File: src/rtl/tick_timer.sv
module tick_timer #(
  parameter int PERIOD_W = 28
) (
  input  logic        clk,
  input  logic        rst_n,
  input  logic        tick,
  input  logic        wr_en,
  input  logic        wr_sel,
  input  logic [31:0] wr_data,
  input  logic        rd_sel,
  output logic [31:0] rd_data,
  output logic        irq
);
  localparam int IP_BIT = 28;
  localparam int IE_BIT = 29;
  localparam logic [1:0] M_OFF = 2'b00, M_RESTART = 2'b01, M_ONESHOT = 2'b10;

  logic [31:0] ctrl_q, cnt_q, ctrl_d, cnt_d;
  logic        run_q, run_d;

  wire [1:0] mode    = ctrl_q[31:30];
  wire       hit     = run_q & tick & (cnt_q[PERIOD_W-1:0] == ctrl_q[PERIOD_W-1:0]);
  wire       ip_now  = ctrl_q[IP_BIT] | (hit & ctrl_q[IE_BIT]);
  wire       ctrl_wr = wr_en & ~wr_sel;
  wire       cnt_wr  = wr_en & wr_sel;

  always_comb begin
    cnt_d  = cnt_q;
    run_d  = run_q;
    ctrl_d = ctrl_q;
    ctrl_d[IP_BIT] = ip_now;
    if (run_q && tick) begin
      if (hit && mode == M_RESTART)      cnt_d = '0;
      else if (hit && mode == M_ONESHOT) run_d = 1'b0;
      else                               cnt_d = cnt_q + 32'd1;
    end
    if (ctrl_wr) begin
      ctrl_d = wr_data;
      ctrl_d[IP_BIT] = wr_data[IP_BIT] & ip_now;
      run_d = (wr_data[31:30] != M_OFF);
    end
    if (cnt_wr) begin
      cnt_d = wr_data;
      run_d = (mode != M_OFF);
    end
  end

  always_ff @(posedge clk) begin
    if (!rst_n) begin
      ctrl_q <= '0;
      cnt_q  <= '0;
      run_q  <= 1'b0;
      irq    <= 1'b0;
    end else begin
      ctrl_q <= ctrl_d;
      cnt_q  <= cnt_d;
      run_q  <= run_d;
      irq    <= ctrl_q[IP_BIT];
    end
  end

  assign rd_data = rd_sel ? cnt_q : ctrl_q;
endmodule

File: config.mk
export PLATFORM = sky130hd
export DESIGN_NAME = tick_timer
export DESIGN_NICKNAME = d
export VERILOG_FILES = /design/src/rtl/tick_timer.sv
export SDC_FILE = /design/constraint.sdc
export NUM_CORES = 1
export LEC_CHECK = 0
export ABC_AREA = 1
export BUFFER_PORTS_ARGS = -buffer_cell sky130_fd_sc_hd__buf_2
export CORE_MARGIN = 3
export CORE_UTILIZATION = 30
export DETAILED_ROUTE_END_ITERATION = 12
export PLACE_DENSITY_LB_ADDON = 0.25
export SLEW_MARGIN = 10
export SYNTH_ARGS = -nofsm -noshare
export SYNTH_HDL_FRONTEND = slang
export SYNTH_SLANG_ARGS = --single-unit
File: constraint.sdc
create_clock -name clk -period 2.1 [get_ports clk]
set_clock_uncertainty 0.2 [all_clocks]
set_input_delay 0.42 -clock clk [delete_from_list [all_inputs] [get_ports clk]]
set_output_delay 0.42 -clock clk [all_outputs]
set_load 0.01 [all_outputs]
# Word level (Yosys, flattened, before mapping)
# Cells that the tools add are included.
[op_classes]
eq_ne = 5
bitwise = 8
n_mux = 11
n_addsub = 1
n_reduce_logical = 10
[op_table]
columns = ["operator", "count"]
rows = [
  ["2-to-1 mux 32 bit", 5],
  ["adder 32 x 1 -> 32 bit (second input constant)", 1],
  ["2-to-1 mux 29 bit", 1],
  ["== test 28 bit", 1],
  ["AND 1 bit", 6],
  ["inequality test 3 bit (second input constant)", 2],
  ["nonzero test 2 bit", 3],
  ["nonzero test 3 bit", 2],
  ["2-to-1 mux 1 bit", 5],
  ["logical AND 1 bit", 3],
  ["AND reduction 3 bit", 1],
  ["== test 2 x 1 -> 1 bit (second input constant)", 1],
  ["== test 2 bit (second input constant)", 1],
  ["AND reduction 2 bit", 1],
  ["NOT 1 bit", 1],
  ["bitwise OR 1 bit", 1],
]
[word_totals]
reg_bits = 66

# Depth between registers and ports, before layout
# Gate-level depths: netlist of the first run.
[depth]
depth_word = 8
ltp_mapped = 15
ltp_nobuf = 13

# Least setup slack after synthesis of the first run
# Ideal clock, no wire load.
[synth_timing]
kind = "register to register"
startpoint = "register cnt_q[1]"
endpoint = "register cnt_q[12]"
t_required_ns = 1.789
period_less_slack_ns = 1.858
arrival_ns = 1.546
n_path_buf = 0
slack_ns = 0.242
stages_incl_launch_ff = 12
path_cell_list = "dfxtp_1 ha_1 nand2_1 nor2_1 nand2_1 nor2_1 xor2_1 inv_1 nand3_1 nand2_1 nor2_1 nor2_1"
[synth_via]
elab_chain_cells = 6
word_cells_on_any_way = 11
cone_classes = "1 x add/sub; 2 x eq/ne; 4 x mux; 1 x bitwise; 3 x reduce/logical"
[synth_lines]
columns = ["element", "line", "text"]
rows = [
  ["start, declared", "18", "logic [31:0] ctrl_q, cnt_q, ctrl_d, cnt_d;"],
  ["start signal, assigned", "56", "cnt_q <= cnt_d;"],
  ["branches (longest 6 deep; another with adder 32 x 1 -> 32 bit)", "--", ""],
]
# Parallel ways; which one is timed is not known. The select of a mux whose other input is x is not followed.
# A chain may end at the register's enable or synchronous reset.

# Worst setup path after layout of the first run
[layout_timing]
startpoint = "register cnt_q[14]"
endpoint = "register cnt_q[16]"
# The elaborated chain is that of the path after synthesis.

==> results of run 1 <==
-- synth_stat cells (2+ instances only) --
cell | n | area [µm²]
a21oi_1 | 36 | 180
and2_1 | 3 | 18.8
buf_1 | 2 | 7.51
buf_2 | 7 | 35.0
buf_4 | 4 | 30.0
clkbuf_1 | 28 | 105
clkbuf_2 | 2 | 10.0
dfxtp_1 | 66 | 1320
inv_1 | 99 | 372
inv_2 | 8 | 30.0
nand2_1 | 318 | 1190
nand3_1 | 86 | 430
nand4_1 | 6 | 37.5
nor2_1 | 136 | 510
nor3_1 | 4 | 20.0
o21ai_0 | 64 | 320
xnor2_1 | 6 | 52.6
xor2_1 | 18 | 158
-- per-layer routing --
| layer | global-route usage (%) | wire (µm) | vias to the layer above |
|---|---|---|---|
| met2 | 30.0 | 7890 | 177 |
| met3 | 3.02 | 1030 | 35 |
| met4 | 8.46 | 568 | 0 |
| met5 | 0 | 0 | - |
| met1 | 28.4 | 8710 | 2580 |
| li1 | - | - | 3012 |
-- cell usage in the layout, fill, tap and decap left out, drive strengths merged --
cell    count
nand4       6
and2        3
bufinv      1
nor3        4
nand2     318
nand3b      1
o21ai      64
nor2      137
inv       108
ha          1
clkinv      1
a21oi      37
xnor2       6
buf       147
dfxtp      66
nand3      86
xor2       18
clkbuf     16
-- state kept, by name, summed over array words and instances (netlist names) --
| name | count |
|---|---|
| cnt_q | 32 |
| ctrl_q | 32 |
| irq | 1 |
| run_q | 1 |
-- worst reg2reg max path: stages (launching register included) --
cell and delay [ns]:
dfxtp_4 0.36, buf_4 0.13, xnor2_1 0.15, nand2_1 0.09, nor2_2 0.15, nand2_1 0.11
nor2_2 0.16, nand3_2 0.14, buf_4 0.21, nand3_1 0.10, nand2_2 0.07, nor2_4 0.08
nor2_2 0.04
-- how the worst max path moves through the flow --
stage,startpoint,endpoint
2_1_floorplan,cnt_q[1]$_SDFFE_PN0P_,cnt_q[12]$_SDFFE_PN0P_
4_1_cts,cnt_q[3]$_SDFFE_PN0P_,cnt_q[16]$_SDFFE_PN0P_
5_1_grt,cnt_q[22]$_SDFFE_PN0P_,cnt_q[24]$_SDFFE_PN0P_
6_report,cnt_q[14]$_SDFFE_PN0P_,cnt_q[16]$_SDFFE_PN0P_
3_5_place_dp,cnt_q[0]$_SDFFE_PN0P_,cnt_q[16]$_SDFFE_PN0P_
3_3_place_gp,cnt_q[0]$_SDFFE_PN0P_,cnt_q[11]$_SDFFE_PN0P_
-- where the power goes --
group	internal, mW	switching, mW
sequential	1.36	0.110
clock	0.983	0.576
combinational	0.478	0.675
total	2.82	1.36
-- cell families (layout without fill, tap and decap cells) --
kind of cell    after synthesis  count (layout)  share of synthesized area [%]
simple gates                555             555                           45.7
xor+xnor                     24              24                           4.32
flops                        66              66                           27.1
buf+inv                     151             273                           12.2
compound gates              101             101                           10.5
fa+ha+maj                     1               1                          0.257
-- cell type report --
type                    instances  area share (%)
clock inverters                 2           0.523
well taps                     211            3.94
flip-flops and latches         66            21.0
clock buffers                  14            3.94
multi-input cells             681            48.4
repair buffers                149            16.0
inverters                     108            6.21
-- repair_timing --
item / CTS / global route
cloned: 0 / 2
endpoints found under the setup margin: 31 / 32
pin swaps: 0 / 34
gates resized for setup: 1 / 170
hold buffers: 0 / 0
setup buffers: 0 / 17
-- stage by stage --
step	worst slack, ns	instance area [µm²]	cells	hold WS [ns]	utilization [%]
finish	-0.000602	6690	1231	0.121	43.1
floorplan	0.242	4870	898	0.207	-
global route	-0.0779	6690	1231	0.149	43.1
global placement	-0.0471	5820	1199	0.270	37.5
detailed placement	-0.0302	5820	1199	0.272	37.5
CTS	-0.00349	6120	1215	0.109	39.4
==> run_results.csv, run 1 <==
group,metric,value,unit
critical_path,regToRegStartpoint,"cnt_q[14]$_SDFFE_PN0P_",
global_route,antenna_violations_before_repair,1,
critical_path,critical_path_cell_count,12,
critical_path,wp_buf_inv,2,
logic_synthesis,netlist_area,4870,µm²
timing,tns,-0.000602,ns
worst_hold_path,min_to,"ctrl_q[12]$_SDFFE_PN0P_",
critical_path,critical_path_required,2.14,ns
worst_hold_path,min_delay_path_depth,3,
timing,final-hold-violation-count,0,
critical_path,setup.reg_to_reg.worst_slack,-0.0006,ns
place,dp_hpwl,13300,µm
final_layout,filler_cell_count,1766,
timing,final.min_clock_period,2.10,ns
cts,worst_skew_pair.late_latency,0.35,ns
power_and_ir_drop,peakVddDrop,0.415,mV
floorplanning,num_rows,45,
floorplanning,floorplan.die.width,133,µm
power_and_ir_drop,power_per_cell_area,624,nW/µm²
final_layout,multi_input_area,3240,µm²
global_route,grt.overflow.total,0,
critical_path,r2r-end,"cnt_q[16]$_SDFFE_PN0P_",
power_and_ir_drop,design_power_total,4.18,mW
floorplanning,initial_standard_cell_utilization_of_the_core,31.3,%
timing,report.final.slew_viol_count,0,
cts,clock_tree.root_cell,"clkbuf_16",
final_layout,drive_gt1_share,29.7,%
logic_synthesis,post_synth_inst_count,898,
critical_path,cp_top_family,"simple AND/OR/NAND/NOR gates",
timing,layout_setup_ws,-0.000602,ns
detailed_routing,detail_route.wirelength,18200,µm
critical_path,timing.reg2reg.worst_path_depth,12,
power_and_ir_drop,power_leakage,3.28,nW
detailed_routing,remaining_drc_errors,0,
timing,period_share,100,%
detailed_routing,drt_iter0_markers,535,
floorplanning,ioPinCount,71,
logic_synthesis,syn-num-nets,937,
floorplanning,die_h,133,µm
worst_hold_path,worstHoldPathType,"in2reg",
run_status,violations_in_the_final_reports,"negative setup slack",
timing,maxSlewHeadroom,79.4,%
critical_path,worstSetupPathType,"reg2reg",
critical_path,crit_fanout,10,
critical_path,most_repeated_library_cell_on_the_critical_path,"nor2_2",
logic_synthesis,synthesized_flop_and_latch_total,66,
logic_synthesis,synth.avg_cell_area,5.42,µm²
detailed_routing,mean_routed_wirelength_per_cell,14.8,µm
timing,max_slew.worst_pin.slew,0.305,ns
global_route,first_global_vias,5348,
final_layout,nNetsFinal,1054,
critical_path,cp-end-kind,"flip-flop",
critical_path,max_stage_delay,0.36,ns
cts,cts_inserted_buffers,9,
worst_hold_path,hold_path.startpoint,"wr_data[12]",
final_layout,num_antenna_cells,0,
cts,path_clk_slew,0.06,ns
detailed_routing,drt_pass1_iterations,5,
cts,max-clock-path-buffers,2,
timing,grt_setup_unrepaired,"yes",
critical_path,cell_at_the_slowest_stage_of_the_critical_path,"dfxtp_4",
global_route,grt_pass1_wl,28300,µm
final_layout,areaGrowthSynthToFinish,37.4,%
logic_synthesis,synth_warnings,0,
detailed_routing,via_per_inst,4.71,
critical_path,arrival,2.14,ns
cts,clock-sinks,66,
global_route,grt_use_total,20.0,%
logic_synthesis,synth_async_sr_flop_share,0,%
critical_path,setup.worst_path.start_class,"flip-flop",
place,io_buffer_count,70,
timing,timing.final.setup_violations,1,
floorplanning,dieArea,17800,µm²
logic_synthesis,proportion_of_synthesized_chip_area_in_sequential_cells,27.1,%
place,routabilityCongestion,0.935,
logic_synthesis,unique_masters_post_synth,23,
detailed_routing,overall_via_count_from_detail_route,5804,
logic_synthesis,synth_ff_type,"dfxtp_1",
detailed_routing,antenna_violating_nets_post_route,0,
run_status,status,"finished with violations",
floorplanning,core_region_area,15500,µm²
global_route,pin_count_of_the_biggest_net_entering_global_routing,66,
cts,tritoncts,"yes",
job,timing.max_cap.violations,0,
cts,number_of_levels_in_the_clock_h_tree,3,
logic_synthesis,edff_count_synth,0,
timing,max_freq,0.476,GHz
critical_path,cp_cell_sequence,"buf_4 -> xnor2_1 -> nand2_1 -> nor2_2 -> nand2_1 -> nor2_2 -> nand3_2 -> buf_4 -> nand3_1 -> nand2_2 -> nor2_4 -> nor2_2",
final_layout,regArea,1410,µm²
Note: power is estimated with default switching activity, not from simulation.
==> run 2: changes to the inputs <==
Settings changed: CELL_PAD_IN_SITES_DETAIL_PLACEMENT set to 0, CELL_PAD_IN_SITES_GLOBAL_PLACEMENT set to 2, CORE_UTILIZATION 30 to 29.
==> run 2 against run 1 <==
Effect of this change:
- the run now ends clean
- fmax increased by 1.8%
- die area is 3.3% higher
- utilization down 0.70 points
- final area rose by 2.4%
- largest power group is now sequential cells
- highest routed layer unchanged
==> run_results.csv, run 2 (synthesis results as in run 1) <==
group,metric,value,unit
run_status,status,"finished, final reports clean",
cts,number_of_levels_in_the_clock_h_tree,3,
cts,cts_inserted_buffers,9,
critical_path,timing.critical_path.to,"cnt_q[19]$_SDFFE_PN0P_",
global_route,grt_pass1_wl,30700,µm
detailed_routing,met3_length,1070,µm
detailed_routing,drt_iter0_markers,483,
place,dpl_worst_slack,-0.0718,ns
global_route,grt_use_total,21.6,%
timing,tns,0,ns
power_and_ir_drop,power_leakage,3.38,nW
detailed_routing,routedLengthMet1,9960,µm
floorplanning,floorplan.die.width,136,µm
timing,final-hold-violation-count,0,
global_route,first_global_vias,5469,
cts,tritoncts,"yes",
place,placed_cell_area,5950,µm²
worst_hold_path,worstHoldPathType,"in2reg",
detailed_routing,overall_via_count_from_detail_route,5815,
critical_path,timing.reg2reg.worst_path_depth,13,
power_and_ir_drop,design_power_total,4.13,mW
floorplanning,initial_standard_cell_utilization_of_the_core,30.1,%
place,io_buffer_count,70,
critical_path,setup.worst_path.start_class,"flip-flop",
final_layout,nNetsFinal,1071,
detailed_routing,via_per_inst,4.64,
final_layout,drive_gt1_share,30.7,%
detailed_routing,wl_met2,8840,µm
cts,clock-sinks,66,
cts,path_clk_slew,0.05,ns
critical_path,critical_path_required,2.17,ns
critical_path,critical_path.startpoint,"ctrl_q[11]$_SDFFE_PN0P_",
timing,period_share,98.2,%
cts,worst_skew_pair.late_latency,0.34,ns
place,dp_hpwl,14400,µm
detailed_routing,antenna_violating_nets_post_route,0,
critical_path,regToRegStartpoint,"ctrl_q[11]$_SDFFE_PN0P_",
timing,max_freq,0.485,GHz
floorplanning,ioPinCount,71,
critical_path,cp-end-kind,"flip-flop",
timing,layout_setup_ws,0.0375,ns
final_layout,multi_input_area,3250,µm²
global_route,antenna_violations_before_repair,0,
final_layout,regArea,1410,µm²
place,routabilityCongestion,0.895,
final_layout,filler_cell_count,1857,
detailed_routing,drt_pass1_iterations,5,
timing,final.min_clock_period,2.06,ns
floorplanning,dieArea,18400,µm²
cts,clock_tree.root_cell,"clkbuf_16",
final_layout,final_cell_mix,"nand2_1, nor2_1, inv_1",
critical_path,setup.reg_to_reg.worst_slack,0.04,ns
final_layout,postLayoutCellArea,6850,µm²
critical_path,crit_fanout,7,
critical_path,arrival,2.13,ns
floorplanning,num_rows,46,
timing,timing.final.setup_violations,0,
power_and_ir_drop,peakVddDrop,0.389,mV
job,timing.max_cap.violations,0,
detailed_routing,detail_route.wirelength,20200,µm
detailed_routing,highest-signal-layer,"met4",
final_layout,commonest_non_fill_non_tap_cell_in_the_layout,"nand2_1",
timing,maxSlewHeadroom,78.4,%
critical_path,worstSetupPathType,"reg2reg",
critical_path,r2r-end,"cnt_q[19]$_SDFFE_PN0P_",
final_layout,areaGrowthSynthToFinish,40.7,%
detailed_routing,remaining_drc_errors,0,
timing,grt_setup_unrepaired,"yes",
detailed_routing,mean_routed_wirelength_per_cell,16.1,µm
global_route,pin_count_of_the_biggest_net_entering_global_routing,66,
floorplanning,core_region_area,16200,µm²
cts,max-clock-path-buffers,2,
timing,report.final.slew_viol_count,0,
power_and_ir_drop,power_per_cell_area,603,nW/µm²
global_route,grt.overflow.total,0,
cts,post_cts_hold_buffer_count,0,
final_layout,registers_with_the_most_flip_flops,"cnt_q (32), ctrl_q (32)",
floorplanning,die_h,136,µm
timing,max_slew.worst_pin.slew,0.324,ns
final_layout,num_antenna_cells,0,
[run 2: changes by cell type in the layout (fill, tap and decap cells not counted), moves of 2 or more]
cell and delta:
buf_8 -3, buf_4 +16, inv_4 +2, nor2_2 -4
inv_2 -2, nand3_1 -2, clkinv_1 +2, nor2_1 +4
[run 2: how the worst min path moves through the flow]
stage                            start  cells past startpoint                 endpoint  slack [ns]
2_1_floorplan    ctrl_q[28]$_SDFF_PN0_                      2           irq$_SDFF_PN0_        0.21
3_3_place_gp        run_q$_SDFFE_PN0P_                      2       run_q$_SDFFE_PN0P_        0.27
3_5_place_dp   ctrl_q[30]$_SDFFE_PN0P_                      2  ctrl_q[30]$_SDFFE_PN0P_        0.27
4_1_cts                    wr_data[12]                      3  ctrl_q[12]$_SDFFE_PN0P_        0.12
5_1_grt                    wr_data[12]                      3  ctrl_q[12]$_SDFFE_PN0P_        0.14
6_report                   wr_data[12]                      3  ctrl_q[12]$_SDFFE_PN0P_        0.13
[run 2: through the flow]
step	instances	utilization [%]	hold WS (ns)
2_1_floorplan	898	-	0.207
3_3_place_gp	1219	36.8	0.274
3_5_place_dp	1219	36.8	0.270
4_1_cts	1238	39.0	0.120
5_1_grt	1253	42.4	0.140
6_report	1253	42.4	0.132
[run 2: routing by layer]
metal / vias up / GRT usage [%]
li1: 3042 / -
met1: 2612 / 31.4
met2: 138 / 33.1
met3: 23 / 4.61
met4: 0 / 3.98
met5: - / 0
[run 2: worst max-delay path, cell delays in order, from the launching register on]
cell	delay, ns
dfxtp_2	0.33
inv_2	0.04
nand2_2	0.08
buf_4	0.12
nand4_1	0.13
nor2_1	0.13
nand2_1	0.05
nor2_1	0.13
nand3_2	0.14
a21oi_4	0.20
buf_6	0.15
buf_12	0.13
nor2_1	0.05
nor2_1	0.11
[run 2: cell type report]
class,instances,area share [%]
clock inverters,2,0.146
repair buffers,166,17.9
flip-flops and latches,66,20.5
clock buffers,14,4.00
well taps,216,3.94
inverters,108,6.06
multi-input cells,681,47.4
[run 2: power breakdown]
part,switching (mW),leakage [nW],internal (mW)
clock,0.581,0.143,0.893
combinational,0.695,2.67,0.494
sequential,0.109,0.563,1.36
total,1.39,3.38,2.74
[run 2: repair_timing]
action	in CTS	in global routing
setup buffers	2	13
gates cloned	1	4
setup endpoints to repair	17	32
gates resized for setup	7	158
hold endpoints to repair	0	0
pin swaps	3	39
